### config.mk
export PLATFORM = sky130hd
export DESIGN_NAME = rxp_word_packer
export DESIGN_NICKNAME = d
export VERILOG_FILES = /design/src/rtl/rxp_pkg.sv /design/src/rtl/rxp_lane_packer.sv /design/src/rtl/rxp_word_fifo.sv /design/src/rtl/rxp_stale_ctrl.sv /design/src/rtl/rxp_word_packer.sv
export SDC_FILE = /design/constraint.sdc
export NUM_CORES = 2
export LEC_CHECK = 0
export CORE_MARGIN = 2
export CORE_UTILIZATION = 34
export CTS_CLUSTER_SIZE = 30
export DETAILED_ROUTE_END_ITERATION = 6
export GPL_TIMING_DRIVEN = 0
export PLACE_DENSITY = 0.46
export RECOVER_POWER = 50
export SKIP_LAST_GASP = 1
export SYNTH_ARGS = -nofsm -noshare
export SYNTH_HDL_FRONTEND = slang
export SYNTH_SLANG_ARGS = --single-unit
### constraint.sdc
create_clock -name clk -period 13.5 [get_ports clk]
set_input_delay 2.7 -clock clk [delete_from_list [all_inputs] [get_ports clk]]
set_output_delay 2.7 -clock clk [all_outputs]
set_load 0.01 [all_outputs]
### src/rtl/rxp_pkg.sv
package rxp_pkg;
   typedef enum logic [2:0] {
      OP_NONE        = 3'd0,
      OP_STALE_ON    = 3'd1,
      OP_STALE_OFF   = 3'd2,
      OP_STALE_FORCE = 3'd3,
      OP_STALE_CLR   = 3'd4
   } stale_op_e;

   localparam int unsigned BYTE_W = 8;
endpackage

### src/rtl/rxp_lane_packer.sv
module rxp_lane_packer #(
   parameter int WORD_W = 32
) (
   input  logic                                         clk,
   input  logic                                         rst_n,
   input  logic                                         accept,
   input  logic [7:0]                                   byte_in,
   input  logic                                         flush_req,
   input  logic                                         discard,
   output logic                                         push,
   output logic [WORD_W-1:0]                            word,
   output logic [$clog2(WORD_W/rxp_pkg::BYTE_W)-1:0]    fill
);
   localparam int LANES = WORD_W / rxp_pkg::BYTE_W;
   localparam int IDX_W = $clog2(LANES);

   logic [7:0]       lane_q [LANES];
   logic [7:0]       lane_d [LANES];
   logic [IDX_W-1:0] idx_q;
   logic             last_lane;
   logic             clear_lanes;

   assign last_lane   = accept && (idx_q == IDX_W'(LANES - 1));
   assign push        = !discard && (last_lane || (flush_req && (accept || (idx_q != '0))));
   assign clear_lanes = discard || push;
   assign fill        = idx_q;

   for (genvar g = 0; g < LANES; g++) begin : g_lane
      assign lane_d[g] = (accept && (idx_q == IDX_W'(g))) ? byte_in : lane_q[g];
      assign word[g*8 +: 8] = lane_d[g];

      always_ff @(posedge clk or negedge rst_n) begin
         if (!rst_n) begin
            lane_q[g] <= '0;
         end else if (clear_lanes) begin
            lane_q[g] <= '0;
         end else begin
            lane_q[g] <= lane_d[g];
         end
      end
   end

   always_ff @(posedge clk or negedge rst_n) begin
      if (!rst_n) begin
         idx_q <= '0;
      end else if (clear_lanes) begin
         idx_q <= '0;
      end else if (accept) begin
         idx_q <= idx_q + IDX_W'(1);
      end
   end
endmodule

### src/rtl/rxp_word_fifo.sv
module rxp_word_fifo #(
   parameter int DATA_W = 32,
   parameter int DEPTH  = 64
) (
   input  logic                         clk,
   input  logic                         rst_n,
   input  logic                         push,
   input  logic [DATA_W-1:0]            din,
   input  logic                         pop_req,
   output logic [DATA_W-1:0]            dout,
   output logic [$clog2(DEPTH+1)-1:0]   level
);
   localparam int AW    = $clog2(DEPTH);
   localparam int LVL_W = $clog2(DEPTH + 1);

   logic [DATA_W-1:0] mem [DEPTH];
   logic [AW-1:0]     wr_ptr;
   logic [AW-1:0]     rd_ptr;
   logic [LVL_W-1:0]  cnt_q;
   logic              empty;
   logic              full;
   logic              do_pop;
   logic              do_push;

   assign empty   = (cnt_q == '0);
   assign full    = (cnt_q == LVL_W'(DEPTH));
   assign do_pop  = pop_req && !empty;
   assign do_push = push && (!full || do_pop);
   assign level   = cnt_q;
   assign dout    = empty ? '0 : mem[rd_ptr];

   always_ff @(posedge clk) begin
      if (do_push) begin
         mem[wr_ptr] <= din;
      end
   end

   always_ff @(posedge clk or negedge rst_n) begin
      if (!rst_n) begin
         wr_ptr <= '0;
         rd_ptr <= '0;
         cnt_q  <= '0;
      end else begin
         if (do_push) wr_ptr <= wr_ptr + AW'(1);
         if (do_pop)  rd_ptr <= rd_ptr + AW'(1);
         if (do_push && !do_pop) begin
            cnt_q <= cnt_q + LVL_W'(1);
         end else if (do_pop && !do_push) begin
            cnt_q <= cnt_q - LVL_W'(1);
         end
      end
   end
endmodule

### src/rtl/rxp_stale_ctrl.sv
module rxp_stale_ctrl #(
   parameter int CNT_W     = 16,
   parameter int LIM_W     = 4,
   parameter int DEF_STALE = 4
) (
   input  logic             clk,
   input  logic             rst_n,
   input  logic             tick,
   input  logic             byte_seen,
   input  logic             pending,
   input  logic [2:0]       cmd_op,
   input  logic [LIM_W-1:0] limit_cfg,
   input  logic             arm,
   input  logic [CNT_W-1:0] total_nxt,
   output logic             fire,
   output logic             flag,
   output logic [CNT_W-1:0] snap,
   output logic             snap_lock
);
   import rxp_pkg::*;

   stale_op_e        op;
   logic [LIM_W-1:0] limit;
   logic [LIM_W-1:0] cnt_q;
   logic             en_q;
   logic             flag_q;
   logic             expire;
   logic             hold_cnt;

   assign op     = stale_op_e'(cmd_op);
   assign limit  = (limit_cfg == '0) ? LIM_W'(DEF_STALE) : limit_cfg;
   assign expire = en_q && !flag_q && pending && !byte_seen && tick &&
                   (cnt_q == (limit - LIM_W'(1)));
   assign fire   = (op == OP_STALE_FORCE) || expire;
   assign hold_cnt = byte_seen || !pending || flag_q || !en_q || fire || (op == OP_STALE_CLR);
   assign flag   = flag_q;

   always_ff @(posedge clk or negedge rst_n) begin
      if (!rst_n) begin
         cnt_q <= '0;
      end else if (hold_cnt) begin
         cnt_q <= '0;
      end else if (tick) begin
         cnt_q <= cnt_q + LIM_W'(1);
      end
   end

   always_ff @(posedge clk or negedge rst_n) begin
      if (!rst_n) begin
         en_q   <= 1'b0;
         flag_q <= 1'b0;
      end else begin
         if (op == OP_STALE_ON) begin
            en_q <= 1'b1;
         end else if (op == OP_STALE_OFF) begin
            en_q <= 1'b0;
         end
         if (op == OP_STALE_CLR) begin
            flag_q <= 1'b0;
         end else if (fire) begin
            flag_q <= 1'b1;
         end
      end
   end

   always_ff @(posedge clk or negedge rst_n) begin
      if (!rst_n) begin
         snap      <= '0;
         snap_lock <= 1'b0;
      end else if (arm) begin
         snap_lock <= 1'b0;
      end else if (fire && !snap_lock) begin
         snap      <= total_nxt;
         snap_lock <= 1'b1;
      end
   end
endmodule

### src/rtl/rxp_word_packer.sv
module rxp_word_packer #(
   parameter int WORD_W    = 32,
   parameter int DEPTH     = 64,
   parameter int CNT_W     = 16,
   parameter int LIM_W     = 4,
   parameter int DEF_STALE = 4
) (
   input  logic                         clk,
   input  logic                         rst_n,
   input  logic                         rx_byte_vld,
   input  logic [7:0]                   rx_byte,
   input  logic                         char_tick,
   input  logic                         arm_wr,
   input  logic [CNT_W-1:0]             arm_count,
   input  logic [2:0]                   cmd_op,
   input  logic [LIM_W-1:0]             stale_chars,
   input  logic                         rd_en,
   output logic [WORD_W-1:0]            rd_word,
   output logic [$clog2(DEPTH+1)-1:0]   rx_level,
   output logic                         rx_ready,
   output logic                         stale_flag,
   output logic [CNT_W-1:0]             snap_total
);
   localparam int LANES = WORD_W / rxp_pkg::BYTE_W;
   localparam int IDX_W = $clog2(LANES);

   if ((WORD_W % rxp_pkg::BYTE_W) != 0 || LANES < 2 || (LANES & (LANES - 1)) != 0) begin : g_bad_word
      $error("WORD_W must be a power-of-two count of bytes, at least two");
   end
   if (DEPTH < 2 || (DEPTH & (DEPTH - 1)) != 0) begin : g_bad_depth
      $error("DEPTH must be a power of two, at least 2");
   end
   if (DEF_STALE < 1 || DEF_STALE >= (1 << LIM_W)) begin : g_bad_stale
      $error("DEF_STALE must fit in LIM_W bits and be nonzero");
   end
   if (CNT_W < 2) begin : g_bad_cnt
      $error("CNT_W too small");
   end

   logic [CNT_W-1:0]  total_q;
   logic [CNT_W-1:0]  expect_q;
   logic [CNT_W-1:0]  total_nxt;
   logic              accept;
   logic              pk_push;
   logic [WORD_W-1:0] pk_word;
   logic [IDX_W-1:0]  pack_idx;
   logic              pending;
   logic              stale_fire;
   logic              snap_lock;

   assign accept    = rx_byte_vld && !arm_wr && (total_q < expect_q);
   assign total_nxt = accept ? (total_q + CNT_W'(1)) : total_q;
   assign pending   = (pack_idx != '0) || (rx_level != '0);
   assign rx_ready  = (rx_level != '0);

   always_ff @(posedge clk or negedge rst_n) begin
      if (!rst_n) begin
         total_q  <= '0;
         expect_q <= '0;
      end else if (arm_wr) begin
         total_q  <= '0;
         expect_q <= arm_count;
      end else begin
         total_q  <= total_nxt;
      end
   end

   rxp_lane_packer #(.WORD_W(WORD_W)) u_pack (
      .clk       (clk),
      .rst_n     (rst_n),
      .accept    (accept),
      .byte_in   (rx_byte),
      .flush_req (stale_fire),
      .discard   (arm_wr),
      .push      (pk_push),
      .word      (pk_word),
      .fill      (pack_idx)
   );

   rxp_word_fifo #(.DATA_W(WORD_W), .DEPTH(DEPTH)) u_fifo (
      .clk     (clk),
      .rst_n   (rst_n),
      .push    (pk_push),
      .din     (pk_word),
      .pop_req (rd_en),
      .dout    (rd_word),
      .level   (rx_level)
   );

   rxp_stale_ctrl #(.CNT_W(CNT_W), .LIM_W(LIM_W), .DEF_STALE(DEF_STALE)) u_stale (
      .clk       (clk),
      .rst_n     (rst_n),
      .tick      (char_tick),
      .byte_seen (rx_byte_vld),
      .pending   (pending),
      .cmd_op    (cmd_op),
      .limit_cfg (stale_chars),
      .arm       (arm_wr),
      .total_nxt (total_nxt),
      .fire      (stale_fire),
      .flag      (stale_flag),
      .snap      (snap_total),
      .snap_lock (snap_lock)
   );
endmodule

==> tab_implementation.tex <==
\begin{tabular}{lr}
\hline
Metric & Value \\
\hline
\multicolumn{2}{l}{\textbf{STA}} \\
Final period demand of the worst path & 9180 ps \\
Final slew viol count & 1,988 \\
Worst clock skew & 39.1 ps \\
Unrepaired setup endpoints after global routing & no \\
Worst hold-check slack & 475 ps \\
Slew HR & -182\% \\
F\_max & 109 MHz \\
Final hold viol count & 0 \\
Actual slew at the worst max-slew pin & 4240 ps \\
Period utilization & 68.0\% \\
Final number of setup-violating endpoints & 0 \\
\multicolumn{2}{l}{\textbf{Floorplanning}} \\
Die outline width & 499 um \\
Initial core utilization & 34.2\% \\
Core Rows & 181 \\
Die footprint & 249,000 um2 \\
Top-level I/O count & 94 \\
Total core area & 243,000 um2 \\
Die Y & 499 um \\
\multicolumn{2}{l}{\textbf{Synth}} \\
Mapped Cells & 3,562 \\
Yosys warnings & 0 \\
Post-synth top flop & sky130\_fd\_sc\_hd\_\_edfxtp\_1 \\
Sequential share of the synthesized area & 77.1\% \\
Number of synthesized flops with an enable pin & 2,048 \\
Synth unique cells & 50 \\
Average size of a mapped cell & 23.4 um2 \\
Share of flip-flops with an asynchronous set or reset & 5.01\% \\
Cell taking the most area after synthesis & sky130\_fd\_sc\_hd\_\_edfxtp\_1 \\
Number of register bits inferred by synthesis & 2,156 \\
Top cells by area, synth & sky130\_fd\_sc\_hd\_\_edfxtp\_1 74\%, sky130\_fd\_sc\_hd\_\_mux4\_2 17\%, sky130\_fd\_sc\_hd\_\_dfrtp\_1 3.2\% \\
Yosys top cell area share & 73.8\% \\
Post-synthesis instance area & 83,300 um2 \\
Mapped Nets & 3,631 \\
\multicolumn{2}{l}{\textbf{Placement}} \\
GPL Wtd Cong & 0.760 \\
Detailed Place HPWL & 184 mm \\
\# port buffers & 92 \\
\multicolumn{2}{l}{\textbf{Critical path}} \\
CP startpoint kind & register \\
Cell mode on critical path & sky130\_fd\_sc\_hd\_\_clkbuf\_1 \\
Type of the worst setup path & register to output port \\
Critical-path cell list & clkbuf\_1 > buf\_2 > clkbuf\_1 > buf\_1 > mux2i\_1 > o22ai\_1 > clkdlybuf4s50\_1 \\
Worst Path Required & 10,800 ps \\
CP max stage delay & 1060 ps \\
Cell type of the slowest stage on the worst timing path & sky130\_fd\_sc\_hd\_\_clkbuf\_1 \\
WP data arrival & 6480 ps \\
Largest fanout on the critical path & 10 \\
Kind of end point of the critical path & output port \\
\multicolumn{2}{l}{\textbf{Status}} \\
Failing checks & capacitance limit, slew limit \\
Result of the run & complete, but fails checks \\
\multicolumn{2}{l}{\textbf{Routing}} \\
Number of optimization iterations in the first detailed-route pass & 5 \\
WL met1 & 112 mm \\
Highest routing layer actually used & met4 \\
Iter 0 DRT Violations & 5,092 \\
Met2 wire length & 127 mm \\
Post-route DRC & 0 \\
Routed wire length & 261 mm \\
Via count & 41,100 \\
WL/cell & 34.1 um \\
Post-route antenna net violation count & 0 \\
Length of routed met3 wiring & 16.6 mm \\
Mean number of vias per cell & 5.38 \\
\multicolumn{2}{l}{\textbf{Global routing}} \\
Initial antenna violation count & 11 \\
Number of global-route vias before repair & 42,100 \\
Sum of overflow across all layers after global routing & 0 \\
Global-route wire length before repair & 356 mm \\
Maximum number of pins on one net before global-route repair & 66 \\
Global Route Usage Sum & 20.8\% \\
\multicolumn{2}{l}{\textbf{Final layout}} \\
Top library cells by usage in the layout, fill and taps aside & 2,048 x sky130\_fd\_sc\_hd\_\_edfxtp\_1, 640 x sky130\_fd\_sc\_hd\_\_mux4\_2, 231 x sky130\_fd\_sc\_hd\_\_clkbuf\_1 \\
Area grow syn2layout & 19.0\% \\
Share of final-layout standard cells stronger than drive strength 1 & 30.4\% \\
Commonest non-fill, non-tap cell in the layout & sky130\_fd\_sc\_hd\_\_edfxtp\_1 \\
Fin nets & 4,302 \\
\multicolumn{2}{l}{\textbf{Clocking}} \\
Master cell of the clock root buffer & sky130\_fd\_sc\_hd\_\_clkbuf\_16 \\
Postcts setup bufs & 0 \\
Clock tree from TritonCTS & yes \\
Clock tree sinks & 2,156 \\
Number of buffers added to fix hold violations after cts & 0 \\
CTS clk-pin slew, worst paths & 60 ps \\
Number of buffers created by CTS & 227 \\
Clock Latency Late Sink & 880 ps \\
H-tree lvl count & 4 \\
Maximum clock path buffer count & 3 \\
Total of cells resized after clock tree synthesis & 0 \\
\multicolumn{2}{l}{\textbf{Run}} \\
Max-cap violation count & 37 \\
\multicolumn{2}{l}{\textbf{Power}} \\
VDD IR-drop max & 0.141 mV \\
Power density over the cells & 196 nW/um2 \\
Static leakage & 32.4 nW \\
Power, Total & 19.4 mW \\
\multicolumn{2}{l}{\textbf{Min path}} \\
Type of the most critical hold path & register to register \\
\hline
\end{tabular}
## report_power, final
| group | internal (mW) | switching, mW |
|---|---|---|
| Combinational | 2.35 | 3.40 |
| Sequential | 7.34 | 0.0372 |
| Clock | 3.66 | 2.66 |
| Total | 13.3 | 6.10 |
## metal layers
| layer | global-route usage, % | vias to the layer above |
|---|---|---|
| met5 | 0 | - |
| met2 | 34.1 | 1526 |
| met4 | 4.91 | 0 |
| met3 | 3.37 | 263 |
| li1 | - | 16600 |
| met1 | 29.2 | 22800 |
## per-stage QoR
step	setup WS, ps	TNS, ps	util, %	instances	instance area (um2)
4_1_cts	4040	0	41.0	7631	99700
6_report	4320	0	40.7	7637	99100
3_3_place_gp	-2270	-987350	36.2	6856	88200
5_1_grt	4100	0	40.7	7635	99100
3_5_place_dp	5040	0	37.9	7203	92200
2_1_floorplan	5430	0	-	3562	83300
## logic make-up (layout without fill, tap and decap cells)
logic type	count (synthesis)	in the layout	share of synthesized area [%]
other	0	3	0
flip-flops	2156	2156	77.1
AND/OR/NAND/NOR	256	256	1.55
multiplexers	745	745	18.6
XOR/XNOR	39	39	0.410
AO/OA/AOI/OAI	105	105	0.789
buffers and inverters	229	1099	1.07
adder cells (fa/ha/maj)	32	32	0.490
## layout make-up
type,count,area [um2]
Antenna cell,3,7.51
Buffer,195,773
Clock buffer,291,6000
Clock inverter,137,1490
Fill cell,21300,144000
Inverter,34,128
Multi-Input combinational cell,1177,18400
Sequential cell,2156,64200
Tap cell,3202,4010
Timing Repair Buffer,442,4150
## worst max-delay path, delay by kind of cell, from the launching register on
family / cells / cell delay [ps]
compound gates: 1 / 760
buf+inv: 5 / 3940
flops: 1 / 320
mux: 1 / 530
## flip-flops by register name, summed over array words and instances (netlist names)
name	count
expect_q	16
total_q	16
u_fifo.level	7
u_fifo.mem	2048
u_fifo.rd_ptr	6
u_fifo.wr_ptr	6
u_pack.fill	2
u_pack.lane_q	32
u_stale.cnt_q	4
u_stale.en_q	1
u_stale.flag	1
u_stale.snap	16
u_stale.snap_lock	1
## synthesized netlist by cell type (24+ instances only)
| cell type | number |
|---|---|
| sky130_fd_sc_hd__nand2_1 | 58 |
| sky130_fd_sc_hd__ha_1 | 31 |
| sky130_fd_sc_hd__nor3_1 | 48 |
| sky130_fd_sc_hd__buf_1 | 51 |
| sky130_fd_sc_hd__mux4_2 | 640 |
| sky130_fd_sc_hd__o22ai_1 | 32 |
| sky130_fd_sc_hd__nor4_1 | 26 |
| sky130_fd_sc_hd__dfrtp_1 | 108 |
| sky130_fd_sc_hd__buf_2 | 24 |
| sky130_fd_sc_hd__mux2_2 | 36 |
| sky130_fd_sc_hd__edfxtp_1 | 2048 |
| sky130_fd_sc_hd__o21ai_0 | 35 |
| sky130_fd_sc_hd__xnor2_1 | 29 |
| sky130_fd_sc_hd__mux2i_1 | 68 |
| sky130_fd_sc_hd__nor2_1 | 49 |
| sky130_fd_sc_hd__inv_1 | 34 |
| sky130_fd_sc_hd__clkbuf_1 | 120 |
| sky130_fd_sc_hd__and2_1 | 32 |
## path summary, 6_finish.rpt
check | startpoint | slack (ps) | endpoint | cells past startpoint
max | u_fifo.rd_ptr[3] | 4320 | rd_word[16] | 7
min | u_stale.snap[3] | 480 | u_stale.snap[3] | 2
max reg2reg | total_q[7] | 7000 | u_fifo.level[6] | 20
min reg2reg | u_stale.snap[3] | 480 | u_stale.snap[3] | 2
max in group asynchronous | rst_n | 6090 | u_pack.lane_q[13] | 2
min in group asynchronous | rst_n | 3310 | u_fifo.rd_ptr[4] | 1
(Power assumes the default switching activity.)
